File: src/rtl/cal_pkg.sv
// Shared field layout, limits and record types for the calendar timekeeper.
// Assumes plain binary fields and a year kept as an offset from YEAR_BASE.
package cal_pkg;
    localparam int WORD_W = 32;

    localparam int SEC_W = 6;
    localparam int MIN_W = 6;
    localparam int HR_W  = 5;
    localparam int DAY_W = 5;
    localparam int MON_W = 4;
    localparam int YR_W  = 6;

    // Field positions are decoded by software, so they are fixed.
    localparam int SEC_LSB  = 0;
    localparam int MIN_LSB  = 8;
    localparam int HR_LSB   = 16;
    localparam int DAY_LSB  = 0;
    localparam int MON_LSB  = 8;
    localparam int YR_LSB   = 16;
    localparam int LEAP_POS = 22;

    localparam int BUSY_TOD_POS  = 8;
    localparam int BUSY_DATE_POS = 7;

    localparam int OFS_CTRL = 'h00;
    localparam int OFS_DATE = 'h10;
    localparam int OFS_TIME = 'h14;

    localparam int SEC_LIMIT = 60;
    localparam int MIN_LIMIT = 60;
    localparam int HR_LIMIT  = 24;
    localparam int MON_LIMIT = 12;

    localparam int YEAR_BASE = 1970;
    // Offset residue (mod 4) at which the absolute year is divisible by 4.
    localparam logic [1:0] LEAP_PHASE = 2'((4 - (YEAR_BASE % 4)) % 4);

    typedef struct packed {
        logic [HR_W-1:0]  hr;
        logic [MIN_W-1:0] min;
        logic [SEC_W-1:0] sec;
    } tod_t;

    typedef struct packed {
        logic             leap;
        logic [YR_W-1:0]  yr;
        logic [MON_W-1:0] mon;
        logic [DAY_W-1:0] day;
    } date_t;

    // Number of days in a month; February depends on the stored leap flag.
    function automatic logic [DAY_W-1:0] month_days(input logic [MON_W-1:0] mon,
                                                   input logic leap);
        logic [DAY_W-1:0] n;
        case (mon)
            MON_W'(4), MON_W'(6), MON_W'(9), MON_W'(11): n = DAY_W'(30);
            MON_W'(2):                                    n = leap ? DAY_W'(29) : DAY_W'(28);
            default:                                      n = DAY_W'(31);
        endcase
        return n;
    endfunction
endpackage

File: src/rtl/cal_commit_slot.sv
// Capture register with a busy flag for one host-writable word.
// Accepts a write only while idle, then hands the value over on the next
// seconds pulse. Assumes the tick is a single-cycle pulse.
module cal_commit_slot #(
    parameter int W = 8
) (
    input  logic         clk,
    input  logic         rst_n,
    input  logic         wr_hit,
    input  logic [W-1:0] wr_val,
    input  logic         tick,
    output logic         busy_q,
    output logic         commit,
    output logic [W-1:0] pend_q
);
    // Capture while idle, release on the tick that commits.
    always_ff @(posedge clk) begin
        if (!rst_n) begin
            busy_q <= 1'b0;
            pend_q <= '0;
        end else if (wr_hit && !busy_q) begin
            busy_q <= 1'b1;
            pend_q <= wr_val;
        end else if (tick && busy_q) begin
            busy_q <= 1'b0;
        end
    end

    // The commit strobe handed to the counter.
    always_comb commit = tick & busy_q;

    // the flag rises only because a write was accepted.
    a_r4_busy_from_write: assert property (@(posedge clk) disable iff (!rst_n)
        $rose(busy_q) |-> $past(wr_hit));

    // the flag falls only on a seconds pulse.
    a_r5_busy_clears_on_tick: assert property (@(posedge clk) disable iff (!rst_n)
        $fell(busy_q) |-> $past(tick));

    // a write while busy leaves the captured value alone.
    a_r6_busy_write_ignored: assert property (@(posedge clk) disable iff (!rst_n)
        busy_q |=> $stable(pend_q));
endmodule

File: src/rtl/cal_tod_counter.sv
// Hours/minutes/seconds counter that steps on each seconds pulse, or loads a
// committed value on that pulse instead. Emits a one-cycle day carry when
// 23:59:59 wraps. Out-of-range loaded fields wrap at the next step.
module cal_tod_counter
    import cal_pkg::*;
(
    input  logic clk,
    input  logic rst_n,
    input  logic tick,
    input  logic load,
    input  tod_t load_val,
    output tod_t tod_q,
    output logic day_carry
);
    logic sec_end, min_end, hr_end;
    tod_t tod_next;

    // Successor time with cascaded wraps.
    always_comb begin
        sec_end  = tod_q.sec >= SEC_W'(SEC_LIMIT - 1);
        min_end  = tod_q.min >= MIN_W'(MIN_LIMIT - 1);
        hr_end   = tod_q.hr  >= HR_W'(HR_LIMIT - 1);
        tod_next = tod_q;
        tod_next.sec = sec_end ? '0 : tod_q.sec + SEC_W'(1);
        if (sec_end) begin
            tod_next.min = min_end ? '0 : tod_q.min + MIN_W'(1);
        end
        if (sec_end && min_end) begin
            tod_next.hr = hr_end ? '0 : tod_q.hr + HR_W'(1);
        end
    end

    // Time register: load wins over the increment on a tick.
    always_ff @(posedge clk) begin
        if (!rst_n) begin
            tod_q <= '0;
        end else if (tick) begin
            tod_q <= load ? load_val : tod_next;
        end
    end

    // Day carry only on a real increment past the last second of the day.
    always_comb day_carry = tick & ~load & sec_end & min_end & hr_end;

    // without a pulse the time holds.
    a_r7_hold_between_ticks: assert property (@(posedge clk) disable iff (!rst_n)
        !tick |=> $stable(tod_q));

    // a committed time appears unchanged after its pulse.
    a_r5_time_commit_exact: assert property (@(posedge clk) disable iff (!rst_n)
        (tick && load) |=> (tod_q == $past(load_val)));

    // after a plain step, the time is midnight exactly when a day carry fired.
    a_r7_midnight_after_carry: assert property (@(posedge clk) disable iff (!rst_n)
        day_carry |=> (tod_q == '0));
endmodule

File: src/rtl/cal_date_counter.sv
// Day/month/year counter with a stored leap flag. Advances one day per carry
// and loads a committed date instead when one is pending. Recomputes the leap
// flag from the year offset whenever the year steps.
module cal_date_counter
    import cal_pkg::*;
(
    input  logic  clk,
    input  logic  rst_n,
    input  logic  advance,
    input  logic  load,
    input  date_t load_val,
    output date_t date_q
);
    logic             last_day;
    logic             last_mon;
    logic [YR_W-1:0]  yr_inc;
    date_t            date_next;
    date_t            date_rst;

    // Reset date: first day of the base year, leap derived from offset 0.
    always_comb begin
        date_rst      = '0;
        date_rst.day  = DAY_W'(1);
        date_rst.mon  = MON_W'(1);
        date_rst.leap = (LEAP_PHASE == 2'b00);
    end

    // Successor date with month-length and year handling.
    always_comb begin
        last_day  = date_q.day >= month_days(date_q.mon, date_q.leap);
        last_mon  = date_q.mon >= MON_W'(MON_LIMIT);
        yr_inc    = date_q.yr + YR_W'(1);
        date_next = date_q;
        date_next.day = last_day ? DAY_W'(1) : date_q.day + DAY_W'(1);
        if (last_day) begin
            date_next.mon = last_mon ? MON_W'(1) : date_q.mon + MON_W'(1);
        end
        if (last_day && last_mon) begin
            date_next.yr   = yr_inc;
            date_next.leap = (yr_inc[1:0] == LEAP_PHASE);
        end
    end

    // Date register: load wins over the carry.
    always_ff @(posedge clk) begin
        if (!rst_n) begin
            date_q <= date_rst;
        end else if (load) begin
            date_q <= load_val;
        end else if (advance) begin
            date_q <= date_next;
        end
    end

    // without a carry or a commit the date holds.
    a_r8_hold_without_carry: assert property (@(posedge clk) disable iff (!rst_n)
        (!advance && !load) |=> $stable(date_q));

    // after a year step the leap flag matches the new offset.
    a_r10_leap_tracks_year: assert property (@(posedge clk) disable iff (!rst_n)
        (advance && !load && last_day && last_mon) |=>
            (date_q.leap == (date_q.yr[1:0] == LEAP_PHASE)) && (date_q.mon == MON_W'(1)));

    // a committed date appears unchanged, whatever the carry did.
    a_r11_date_commit_exact: assert property (@(posedge clk) disable iff (!rst_n)
        load |=> (date_q == $past(load_val)));
endmodule

File: src/rtl/cal_timekeeper.sv
// Top of the calendar timekeeper: host address decode, two commit slots
// (time and date), the time and date counters, and the read mux.
// Assumes sec_tick is a single-cycle pulse already synchronized to clk.
module cal_timekeeper
    import cal_pkg::*;
#(
    parameter int ADDR_W = 8
) (
    input  logic              clk,
    input  logic              rst_n,
    input  logic              sec_tick,
    input  logic              wr_en,
    input  logic [ADDR_W-1:0] wr_addr,
    input  logic [WORD_W-1:0] wr_data,
    input  logic [ADDR_W-1:0] rd_addr,
    output logic [WORD_W-1:0] rd_data
);
    localparam int TOD_BITS  = $bits(tod_t);
    localparam int DATE_BITS = $bits(date_t);

    logic  hit_time, hit_date;
    tod_t  wr_tod;
    date_t wr_date;
    logic  unused_wr_bits;

    logic                 tod_busy, tod_commit;
    logic [TOD_BITS-1:0]  tod_pend;
    logic                 date_busy, date_commit;
    logic [DATE_BITS-1:0] date_pend;

    tod_t  tod_now;
    date_t date_now;
    logic  day_carry;

    // Address decode of host writes.
    always_comb begin
        hit_time = wr_en && (wr_addr == ADDR_W'(OFS_TIME));
        hit_date = wr_en && (wr_addr == ADDR_W'(OFS_DATE));
    end

    // Field extraction from the written word.
    always_comb begin
        wr_tod.sec   = wr_data[SEC_LSB +: SEC_W];
        wr_tod.min   = wr_data[MIN_LSB +: MIN_W];
        wr_tod.hr    = wr_data[HR_LSB  +: HR_W];
        wr_date.day  = wr_data[DAY_LSB +: DAY_W];
        wr_date.mon  = wr_data[MON_LSB +: MON_W];
        wr_date.yr   = wr_data[YR_LSB  +: YR_W];
        wr_date.leap = wr_data[LEAP_POS];
    end

    // Bits of the write word that no field uses.
    always_comb unused_wr_bits = ^{wr_data[WORD_W-1:LEAP_POS+1], wr_data[15:14], wr_data[7:6]};

    cal_commit_slot #(.W(TOD_BITS)) u_tod_slot (
        .clk    (clk),
        .rst_n  (rst_n),
        .wr_hit (hit_time),
        .wr_val (wr_tod),
        .tick   (sec_tick),
        .busy_q (tod_busy),
        .commit (tod_commit),
        .pend_q (tod_pend)
    );

    cal_commit_slot #(.W(DATE_BITS)) u_date_slot (
        .clk    (clk),
        .rst_n  (rst_n),
        .wr_hit (hit_date),
        .wr_val (wr_date),
        .tick   (sec_tick),
        .busy_q (date_busy),
        .commit (date_commit),
        .pend_q (date_pend)
    );

    cal_tod_counter u_tod (
        .clk       (clk),
        .rst_n     (rst_n),
        .tick      (sec_tick),
        .load      (tod_commit),
        .load_val  (tod_t'(tod_pend)),
        .tod_q     (tod_now),
        .day_carry (day_carry)
    );

    cal_date_counter u_date (
        .clk      (clk),
        .rst_n    (rst_n),
        .advance  (day_carry),
        .load     (date_commit),
        .load_val (date_t'(date_pend)),
        .date_q   (date_now)
    );

    // Read mux: packs the selected word into its field layout.
    always_comb begin
        rd_data = '0;
        if (rd_addr == ADDR_W'(OFS_CTRL)) begin
            rd_data[BUSY_TOD_POS]  = tod_busy;
            rd_data[BUSY_DATE_POS] = date_busy;
        end else if (rd_addr == ADDR_W'(OFS_TIME)) begin
            rd_data[SEC_LSB +: SEC_W] = tod_now.sec;
            rd_data[MIN_LSB +: MIN_W] = tod_now.min;
            rd_data[HR_LSB  +: HR_W]  = tod_now.hr;
        end else if (rd_addr == ADDR_W'(OFS_DATE)) begin
            rd_data[DAY_LSB +: DAY_W] = date_now.day;
            rd_data[MON_LSB +: MON_W] = date_now.mon;
            rd_data[YR_LSB  +: YR_W]  = date_now.yr;
            rd_data[LEAP_POS]         = date_now.leap;
        end
    end

    // the time changes only on a seconds pulse.
    a_r5_time_only_on_tick: assert property (@(posedge clk) disable iff (!rst_n)
        !sec_tick |=> $stable(tod_now));

    // with a time commit on the same pulse, the date is never advanced.
    a_r11_no_carry_on_time_commit: assert property (@(posedge clk) disable iff (!rst_n)
        (tod_commit && !date_commit) |=> $stable(date_now));
endmodule

File: config.mk
export PLATFORM = sky130hd
export DESIGN_NAME = cal_timekeeper
export DESIGN_NICKNAME = d
export VERILOG_FILES = /design/src/rtl/cal_pkg.sv /design/src/rtl/cal_commit_slot.sv /design/src/rtl/cal_tod_counter.sv /design/src/rtl/cal_date_counter.sv /design/src/rtl/cal_timekeeper.sv
export SDC_FILE = /design/constraint.sdc
export NUM_CORES = 1
export LEC_CHECK = 0
export ABC_AREA = 1
export BUFFER_PORTS_ARGS = -buffer_cell sky130_fd_sc_hd__buf_2
export CORE_ASPECT_RATIO = 2
export CORE_MARGIN = 5
export CORE_UTILIZATION = 54
export CTS_CLUSTER_DIAMETER = 40
export DETAILED_ROUTE_END_ITERATION = 8
export GPL_ROUTABILITY_DRIVEN = 0
export HOLD_SLACK_MARGIN = 0.02
export PLACE_DENSITY = 0.78
export SLEW_MARGIN = 30
export SYNTH_ARGS = -nofsm -noshare
export SYNTH_HDL_FRONTEND = slang
export SYNTH_SLANG_ARGS = --single-unit
File: constraint.sdc
create_clock -name clk -period 3 [get_ports clk]
set_input_delay 0.75 -clock clk [delete_from_list [all_inputs] [get_ports clk]]
set_output_delay 0.75 -clock clk [all_outputs]
set_load 0.03 [all_outputs]
### Word-level counts from Yosys, hierarchy flattened

Cells that the tools add are included.
W data, S select, Z words.

| operators by class | value |
|---|---|
| add/sub/neg operators | 6 |
| multipliers | 0 |
| divide/modulo/power cells | 0 |
| order comparisons | 5 |
| equality and inequality tests | 10 |
| shifts and indexed selects | 0 |
| mux-type cells | 32 |
| bitwise operators | 7 |
| reductions and logical operators | 23 |

Operators with widths:

| kind | number |
|---|---|
| $mux W5 | 7 |
| $eq A8 B5 Y1 const B | 4 |
| $mux W16 | 2 |
| $mux W6 | 4 |
| $mux W7 | 3 |
| $add A6 B1 Y6 const B | 3 |
| $mux W17 | 1 |
| $mux W4 | 4 |
| $reduce_bool A2 Y1 | 7 |
| $ge A6 B6 Y1 const B | 2 |
| $add A5 B1 Y5 const B | 2 |
| $pmux W5 S2 | 1 |
| $eq A4 B3 Y1 const B | 2 |
| $eq A4 B4 Y1 const B | 2 |
| $logic_and A1 B1 Y1 | 8 |
| $logic_not A8 Y1 | 1 |
| $mux W1 | 8 |
| $reduce_and A2 Y1 | 4 |
| $and A1 B1 Y1 | 6 |
| $ge A5 B5 Y1 | 1 |
| $ge A5 B5 Y1 const B | 1 |
| $add A4 B1 Y4 const B | 1 |
| $eq A4 B2 Y1 const B | 1 |
| $ge A4 B4 Y1 const B | 1 |
| 5 further kinds | 7 |

| word-level totals | value |
|---|---|
| bits in registers | 68 |
| bits in latches | 0 |
| bits in writable memories | 0 |
| ROM bits | 0 |
| input port bits | 52 |
| output and inout bits | 32 |
| logic and storage cells | 94 |
| memories | 0 |

### Longest topological paths before layout

| depth | value |
|---|---|
| word-level depth | 8 |
| mapped depth | 15 |
| gate-level depth less buffers | 15 |

### By module

A second synthesis with hierarchy kept.

| unflattened totals | value |
|---|---|
| cells, all modules | 678 |
| area, all modules | 4316.6 µm² |

By module, submodules not included:

| module | times used | cells an instance | area an instance (µm²) | sequential area each (µm²) |
|---|---|---|---|---|
| cal_date_counter | 1 | 172 | 1151.1 | 320.3 |
| cal_tod_counter | 1 | 177 | 1123.6 | 340.3 |
| cal_commit_slot at u_tod_slot | 1 | 116 | 777.0 | 360.3 |
| cal_commit_slot at u_date_slot | 1 | 110 | 735.7 | 340.3 |
| cal_timekeeper | 1 | 103 | 529.3 | 0.0 |

### Least setup slack after synthesis

OpenSTA, ideal clock, no wires.

| timing path | value |
|---|---|
| path kind | input to output |
| start | input port rd_addr[5] |
| end | output port rd_data[11] |
| arrival | 2.075 ns |
| data required time | 2.250 ns |
| setup slack | 0.175 ns |
| stages on the path | 4 |
| buffers on the path | 1 |
| path through | nor4_1 -> nand2_1 -> clkbuf_1 -> o21ai_0 |

| between the ends | value |
|---|---|
| cells in the longest elaborated chain, start to end | 4 |
| elaborated cells on any way between the ends | 6 |
| classes of those cells | eq/ne (2); mux (3); reduce/logical (1) |

Ends and longest elaborated chain:

| item | line | text |
|---|---|---|
| start, declared | cal_timekeeper.sv:15 | `input logic [ADDR_W-1:0] rd_addr,` |
| $eq A8 B5 Y1 | cal_timekeeper.sv:106 | `end else if (rd_addr == ADDR_W'(OFS_DATE)) begin` |
| $mux W4 | cal_timekeeper.sv:106 |  |
| $mux W4 | cal_timekeeper.sv:102 | `end else if (rd_addr == ADDR_W'(OFS_TIME)) begin` |
| $mux W5 (*) | cal_timekeeper.sv:99 | `if (rd_addr == ADDR_W'(OFS_CTRL)) begin` |
| end, declared | cal_timekeeper.sv:16 | `output logic [WORD_W-1:0] rd_data` |

Mark *: on every way between the ends. The rest lies on a longest branch, timed or not.

### Final worst setup path

| timing path | value |
|---|---|
| start | input port rd_addr[5] |
| end | output port rd_data[8] |

| between the ends | value |
|---|---|
| cells in the longest elaborated chain, start to end | 4 |
| elaborated cells on any way between the ends | 6 |
| classes of those cells | eq/ne (2); mux (3); reduce/logical (1) |

Ends and longest elaborated chain:

| item | line |
|---|---|
| $eq A8 B5 Y1 | cal_timekeeper.sv:106 |
| $mux W4 | cal_timekeeper.sv:106 |
| $mux W4 | cal_timekeeper.sv:102 |
| $mux W1 (*) | cal_timekeeper.sv:99 |

Marks and branches as above.

==> impl_metrics.json <==
{
  "startpoint": "rd_addr[5]",
  "end_kind": "primary output",
  "die_x_um": 69.7,
  "wl_met3_um": 515,
  "max-slew-margin-rel_pct": 62.5,
  "peakVddDrop_v": 0.000490,
  "fin_skew_ns": 0.00497,
  "wl_per_cell_um": 15.0,
  "post-route-period-util_pct": 96.0,
  "tns_ns": 0,
  "io_pins": 84,
  "drv_slew": 0,
  "initial_core_util_pct": 55.5,
  "min_path_type": "register to register",
  "cp.arrival_ns": 2.13,
  "hold_ws_ns": 0.482,
  "die_area_um2": 9030,
  "hp-start": "u_date_slot.pend_q[1]$_SDFFE_PN0P_",
  "cts.hold.buffers_added": 0,
  "die_h_um": 129,
  "required_ns": 2.25,
  "synth_seq_cells": 68,
  "yosysWarnings": 0,
  "syn_to_final_growth_pct": 15.9,
  "drt_pass1_iterations": 5,
  "numCtsBuffers": 9,
  "grt_usage_pct": 24.9,
  "grt_pass1_vias": 3688,
  "final-seq-area_um2": 1360,
  "dp_hpwl_mm": 8.31,
  "synth_area_leaders": "dfxtp_1, nand2_1, nor2_1, a21oi_1, o21ai_0",
  "grt_max_degree": 34,
  "period_minus_slack_ns": 2.88,
  "setup_viol": 0,
  "wirelength_mm": 10.8,
  "cts_resized": 0,
  "yosysMostFrequentCell": "nand2_1",
  "grt_pass1_wl_mm": 17.5,
  "synth_top_cell_by_area": "dfxtp_1",
  "status": "finished, final reports clean",
  "hold_viol_final": 0,
  "synth_top_area_share_pct": 35.3,
  "syn-instance-count": 575,
  "cp_max_fo": 8,
  "critical_path_class": "input pin to primary output",
  "synth_common_cells": "nand2_1, nor2_1, dfxtp_1, a21oi_1, o21ai_0",
  "n_fill_cell": 632,
  "worstMarginPinSlew_ns": 0.562,
  "dr_wl_met2_mm": 5.80,
  "drt_iter0_markers": 238,
  "rsz0062_at_grt": "no",
  "vias": 3848,
  "synth_edf_count": 0,
  "core-area_um2": 6940,
  "leakagePower_nw": 2.13,
  "max_freq_mhz": 347,
  "io_buffers": 58,
  "cts.clk_slew.worst_paths_ns": 0.05,
  "viasPerCell": 5.33,
  "avgSynthCellArea_um2": 6.70,
  "drc_errors": 0,
  "wl_met1_mm": 3.75,
  "rows": 43,
  "layout.nets": 692,
  "drv_cap": 0,
  "h-tree-depth": 3,
  "cts_tree": "built",
  "diodes": 0,
  "cts_sinks": 68,
  "synth_seq_area_share_pct": 35.3,
  "postCtsSetupBuffers": 0,
  "clk_latency_ns": 0.33,
  "start_kind": "input pin",
  "power_density_nw_per_um2": 471,
  "grt-ovfl-total": 0,
  "rr_startpoint": "u_date.date_q[5]$_SDFFE_PN1P_",
  "root_buffer": "clkbuf_16",
  "drive_gt1_share_pct": 16.0,
  "ys.flop_type": "dfxtp_1",
  "multi_input_area_um2": 2120,
  "top_layer": "met4",
  "yosysUniqueCellTypes": 37,
  "synthesis.area_um2": 3850,
  "clockBufferDepth": 2,
  "antenna_found_initial": 0,
  "synth-async-reset-ratio_pct": 0,
  "ant_nets": 0
}
==> layout make-up <==
| cell class | instances | share of cell area (%) |
|---|---|---|
| multi-input combinational | 428 | 47.5 |
| sequential | 68 | 30.5 |
| timing repair buffer | 66 | 8.12 |
| clock buffer | 11 | 5.66 |
| inverter | 55 | 4.68 |
| tap | 90 | 2.52 |
| clock inverter | 4 | 1.09 |
==> worst max-delay path, cell delays in order <==
cell,delay (ns)
buf_2,0.11
nor4_1,0.41
nand2_2,0.21
buf_4,0.19
o211ai_1,0.21
buf_2,0.25
==> final timing paths <==
check,end,slack (ns),cells after the start
max,rd_data[8],0.12,6
min,u_date_slot.pend_q[1]$_SDFFE_PN0P_,0.48,2
max reg2reg,u_date.date_q[6]$_SDFFE_PN0P_,0.53,12
min reg2reg,u_date_slot.pend_q[1]$_SDFFE_PN0P_,0.48,2
==> sequential cells by signal, summed over array words and instances (netlist names) <==
name and flops:
u_tod_slot.busy_q 1, u_date_slot.busy_q 1, u_date.date_q 16, u_tod.tod_q 17
u_tod_slot.pend_q 17, u_date_slot.pend_q 16
==> cells by family after synthesis <==
| family | count (synthesis) | synth area share (%) |
|---|---|---|
| adders and majority gates | 12 | 3.89 |
| xor gates and xnor gates | 10 | 2.27 |
| and+or+nand+nor | 273 | 31.3 |
| AOI/OAI and AO/OA | 121 | 16.3 |
| other | 1 | 0.0973 |
| buffers and inverters | 90 | 10.8 |
| DFF | 68 | 35.3 |
==> layer usage <==
metal / global-route usage [%] / up-vias
li1: - / 1931
met1: 24.2 / 1760
met2: 45.9 / 125
met3: 4.97 / 32
met4: 18.3 / 0
met5: 0 / -
==> layout by cell type (no fill, tap or decap), types with 3 or more instances in the layout <==
master     synthesis  routed
nand2_1          131     130
nor2_1            81      81
dfxtp_1           68      68
a21oi_1           58      58
buf_2              8      58
o21ai_0           53      53
inv_1             49      49
nand3_1           32      32
ha_1              12      12
conb_1             1      12
xor2_1             9       9
clkbuf_16          0       9
nand3b_1           7       7
buf_4             14       7
nand2_2            5       6
inv_2              4       4
o22ai_1            3       3
nor2_4             3       3
==> where the power goes <==
group	switching (W)	internal, W
combinational	0.0000799	0.0000393
sequential	0.00000809	0.000911
clock	0.000383	0.000682
==> per-stage QoR <==
step           power [W]  area [µm²]  setup slack, ns  util [%]  instances
5_1_grt          0.00217        4470           0.0189      64.4        722
6_report         0.00210        4470            0.120      64.4        722
3_3_place_gp     0.00105        4160            0.167      60.0        707
2_1_floorplan    0.00102        3900            0.175         -        586
4_1_cts          0.00211        4460           0.0950      64.3        722
3_5_place_dp     0.00106        4160            0.107      60.0        707
(Power assumes the default switching activity.)
